===== src/rtl/pwm_cmp_events.sv =====
module pwm_cmp_events #(
  parameter int NUM_UNITS = 8,
  parameter int NUM_LINES = 2,
  parameter int CNT_W     = 16,
  parameter int DATA_W    = 16,
  parameter int ADDR_W    = 4
) (
  input  logic                 clk,
  input  logic                 rst_n,
  input  logic [CNT_W-1:0]     cnt_val,
  input  logic                 cnt_vld,
  input  logic                 cnt_wrap,
  input  logic                 wr_en,
  input  logic [ADDR_W-1:0]    wr_addr,
  input  logic [DATA_W-1:0]    wr_data,
  input  logic                 stat_rd,
  output logic [NUM_UNITS-1:0] irq_flags,
  output logic                 irq,
  output logic [NUM_LINES-1:0] evt_pulse,
  output logic                 dma_req
);
  localparam int A_EN   = NUM_UNITS;
  localparam int A_LINE = NUM_UNITS + 1;
  localparam int A_DMA  = NUM_UNITS + 1 + NUM_LINES;

  logic                 load;
  logic [NUM_UNITS-1:0] hit, en_q, dma_mask_q;
  logic [NUM_LINES-1:0] line_hit;

  assign load = cnt_vld & cnt_wrap;

  for (genvar u = 0; u < NUM_UNITS; u++) begin : g_unit
    logic [CNT_W-1:0] shadow_q, active_q;
    always_ff @(posedge clk or negedge rst_n) begin
      if (!rst_n) begin
        shadow_q <= '0;
        active_q <= '0;
      end else begin
        if (wr_en && wr_addr == ADDR_W'(u)) shadow_q <= wr_data[CNT_W-1:0];
        if (load) active_q <= shadow_q;
      end
    end
    assign hit[u] = en_q[u] & cnt_vld & (cnt_val == (load ? shadow_q : active_q));
  end

  for (genvar l = 0; l < NUM_LINES; l++) begin : g_line
    logic [NUM_UNITS-1:0] mask_q;
    always_ff @(posedge clk or negedge rst_n) begin
      if (!rst_n) mask_q <= '0;
      else if (wr_en && wr_addr == ADDR_W'(A_LINE + l)) mask_q <= wr_data[NUM_UNITS-1:0];
    end
    assign line_hit[l] = |(hit & mask_q);
  end

  always_ff @(posedge clk or negedge rst_n) begin
    if (!rst_n) begin
      en_q       <= '0;
      dma_mask_q <= '0;
      irq_flags  <= '0;
      evt_pulse  <= '0;
      dma_req    <= 1'b0;
    end else begin
      if (wr_en && wr_addr == ADDR_W'(A_EN))  en_q       <= wr_data[NUM_UNITS-1:0];
      if (wr_en && wr_addr == ADDR_W'(A_DMA)) dma_mask_q <= wr_data[NUM_UNITS-1:0];
      irq_flags <= ((irq_flags & ~{NUM_UNITS{stat_rd}}) | hit) & en_q;
      evt_pulse <= line_hit;
      dma_req   <= |(hit & dma_mask_q);
    end
  end

  assign irq = |irq_flags;
endmodule



===== config.mk =====
export PLATFORM = sky130hd
export DESIGN_NAME = pwm_cmp_events
export DESIGN_NICKNAME = d
export VERILOG_FILES = /design/src/rtl/pwm_cmp_events.sv
export SDC_FILE = /design/constraint.sdc
export NUM_CORES = 1
export LEC_CHECK = 0
export BUFFER_PORTS_ARGS = -buffer_cell sky130_fd_sc_hd__buf_2
export CAP_MARGIN = 20
export CELL_PAD_IN_SITES_DETAIL_PLACEMENT = 2
export CELL_PAD_IN_SITES_GLOBAL_PLACEMENT = 2
export CORE_MARGIN = 4
export CORE_UTILIZATION = 38
export DETAILED_ROUTE_END_ITERATION = 8
export GPL_TIMING_DRIVEN = 0
export PLACE_DENSITY = 0.84
export SLEW_MARGIN = 15
export SYNTH_ARGS = -nofsm -noshare
export SYNTH_HDL_FRONTEND = slang
export SYNTH_SLANG_ARGS = --single-unit

===== constraint.sdc =====
create_clock -name clk -period 1.88 [get_ports clk]
set_input_delay 0 -clock clk [delete_from_list [all_inputs] [get_ports clk]]
set_output_delay 0 -clock clk [all_outputs]
set_load 0.01 [all_outputs]

==> impl_metrics.yaml <==
outcome:
  status: "finished, violations left"
  violations: "setup timing"
timing:
  worst_pin_slew_ps: 1264
  slew_violations: 0
  relSlewSlack: 0.1576
  finalHoldViolCount: 0
  worst_slack_ps: -857.7
  finalCritPeriodShare: 1.456
  rsz0062_at_grt: "yes"
  max_freq_mhz: 365.3
  fin_hold_ws_ps: 30.91
  period_needed_ps: 2738
  clock_skew_ps: 19.15
  setup_viol: 39
synthesis:
  syn_area_um2: 14430
  synth_area_leaders: "dfrtp_1 52%, mux2_2 16%, nand2_1 4.8%"
  ys_ff_latch: 299
  ys_types: 78
  async_flop_share: 1.000
  yosys_warnings: 0
  synth_common_cells: "299 x dfrtp_1, 207 x mux2_2, 185 x nand2_1"
  synth_enable_flop_cells: 0
  synthCells: 1257
  synth_ff_type: "dfrtp_1"
  syn_nets: 1299
  avgSynthCellArea_um2: 11.48
  synth_most_common_cell: "dfrtp_1"
  synth_seq_area_share: 0.5185
  synth.top_cell.area_share: 0.5185
  yosysTopAreaCell: "dfrtp_1"
global_route:
  grtUsageMet3: 0.07219
  grtUsageTotal: 0.3288
  grt_pass1_wl_um: 99080
  busiest_layer: "met2"
  grt_start_max_net_pins: 105
  antenna_found_initial: 5
  use_met1: 0.3848
  gr-total-overflow: 0
  grt_pass1_vias: 13956
  use_met2: 0.5347
cells_and_area:
  syn_to_final_growth_pct: 22.80
  utilization: 0.4715
  instances_no_fill: 1938
  fillers: 3687
  multi_input_area_um2: 6944
  drive_gt1_frac: 0.3462
  area.sequential_um2: 7485
  fin_nets: 1442
critical_path:
  reg2reg_from: "g_unit[0].shadow_q[13]"
  crit_slowest_cell: "a2111oi_1"
  cp-start-kind: "flop"
  reg2reg_depth: 8
  end_kind: "flop"
  r2r-end: "evt_pulse[1]"
  path_max_fanout: 4
  critPathArrivalTime_ps: 3220
  cp_cell_sequence: "nand4_1 -> o21ai_0 -> a21boi_0 -> a2111oi_1 -> buf_1 -> nand2_1 -> o22ai_1 -> a2111o_1"
  crit_required_ps: 2360
  crit_type: "reg -> reg"
  r2r_slack_ps: -860
  cpPeakStageDelay_ps: 550
clock_tree:
  insertion_delay_ps: 550
  tritoncts: "yes"
  clk_path_buf_depth: 3
  cts_sinks: 299
  cts-root-buf: "clkbuf_16"
  clk_pin_slew_ps: 70
  cts_buffers: 35
  htree_num_levels: 2
floorplan:
  row_count: 71
  die_y_um: 202.9
  coreArea_um2: 37580
  start_util: 0.3840
  die_width_um: 202.9
  dieArea_um2: 41160
  pin_count: 54
drt:
  vias_per_cell: 6.575
  final_antenna_net_count: 0
  drc: 0
  drt_pass1_iterations: 6
  wl_per_cell_um: 38.63
  vias: 12743
  drt-initial-drc-count: 1590
  wl_um: 74870
placement:
  gp_congestion: 0.9009
  dpl.hpwl_um: 41480
  dpl.cell_count: 1818
  io_buffers: 45
power_and_ir_drop:
  p_leak_nw: 7.833
  ir_drop_mv: 0.5786
  pwr_density_cell_nw_per_um2: 1251
  totalPowerFinal_mw: 22.17
hold_path:
  min_to: "g_unit[5].shadow_q[9]"
  holdPathStages: 2
  min_path_type: "in -> reg"
  hp-start: "wr_data[9]"
job:
  maxCapViolCount: 0
repair_timing:
action                                  CTS  global route
hold buffers                             17             0
hold endpoints to repair                148             0
pin swaps                                23            29
endpoints found under the setup margin   60            53
resized for setup                        81            63
buffers inserted                         17            21
worst max-delay path: cells and delay by family, from the launching register on:
kind            cells  cell delay (ps)
compound gates      5             1340
buf+inv             1              370
flops               1              480
simple gates        2              480
how the worst max path moves through the flow:
stage / endpoint / startpoint / slack (ps) / cells after the start
floorplan: dma_req / g_unit[4].shadow_q[8] / 8 / 6
global placement: irq_flags[4] / rst_n / -5010 / 1
detailed placement: evt_pulse[0] / cnt_vld / -1430 / 10
CTS: evt_pulse[0] / g_unit[4].active_q[15] / -400 / 8
global route: evt_pulse[1] / cnt_val[13] / -800 / 10
finish: evt_pulse[1] / g_unit[0].shadow_q[13] / -860 / 8
report_power, final:
group / switching, mW / internal (mW) / total, mW
registers: 1.45 / 7.98 / 9.43
clock network: 3.07 / 4.25 / 7.32
logic: 3.10 / 2.33 / 5.43
total: 7.61 / 14.6 / 22.2
layer usage:
metal  vias to the layer above  share of wire
met2                       982           0.46
li1                       4745              -
met1                      6571           0.35
met4                         4          0.096
met5                         -        0.00039
met3                       441          0.096
kinds of logic (layout without fill, tap and decap cells):
| kind of cell | count (synthesis) | after routing | share of synthesized area |
|---|---|---|---|
| buffers and inverters | 116 | 283 | 0.03702 |
| AOI/OAI and AO/OA | 188 | 188 | 0.1011 |
| DFF | 299 | 299 | 0.5185 |
| muxes | 228 | 228 | 0.1803 |
| other | 0 | 3 | 0 |
| xor gates and xnor gates | 74 | 74 | 0.04491 |
| and+or+nand+nor | 352 | 352 | 0.1182 |
through the flow:
| step | worst slack [ps] | TNS, ps | cell area (um2) |
|---|---|---|---|
| 2_1_floorplan | 7.830 | 0 | 14450 |
| 3_3_place_gp | -5008 | -1551070 | 15310 |
| 3_5_place_dp | -1427 | -66940 | 15430 |
| 4_1_cts | -398.5 | -1527 | 17250 |
| 5_1_grt | -803.3 | -4538 | 17710 |
| 6_report | -857.7 | -5678 | 17720 |
cell usage in the layout (no fill, tap or decap), types with 7 or more instances in the layout:
cell type,instances
a21oi_1,9
a22oi_1,9
a31oi_1,8
and3_1,15
buf_1,7
buf_2,54
buf_4,40
buf_6,8
clkbuf_1,36
clkbuf_16,37
clkbuf_2,10
clkinv_2,8
dfrtp_1,297
dlygate4sd3_1,17
inv_1,33
mux2_2,201
mux2_4,18
mux2i_1,9
nand2_1,182
nand2b_1,18
nand3_1,19
nand4_1,7
nor2_1,23
nor2b_1,31
o21ai_0,26
o22ai_1,12
xnor2_1,40
xnor2_2,11
xor2_1,20
flip-flops by register name, summed over array words and instances, names as in the netlist:
name	cells
dma_mask_q	8
dma_req	1
en_q	8
evt_pulse	2
g_line.mask_q	16
g_unit.active_q	128
g_unit.shadow_q	128
irq_flags	8
area by class of cell:
class                           instances  share of cell area
Timing Repair Buffer                  106             0.04703
Buffer                                 76             0.02761
Sequential cell                       299              0.4224
Antenna cell                            3           0.0004237
Clock inverter                         10            0.007061
Inverter                               40            0.008897
Multi-Input combinational cell        842              0.3919
Clock buffer                           51             0.05861
Tap cell                              511             0.03608
Power figures use the tool's default switching activity.
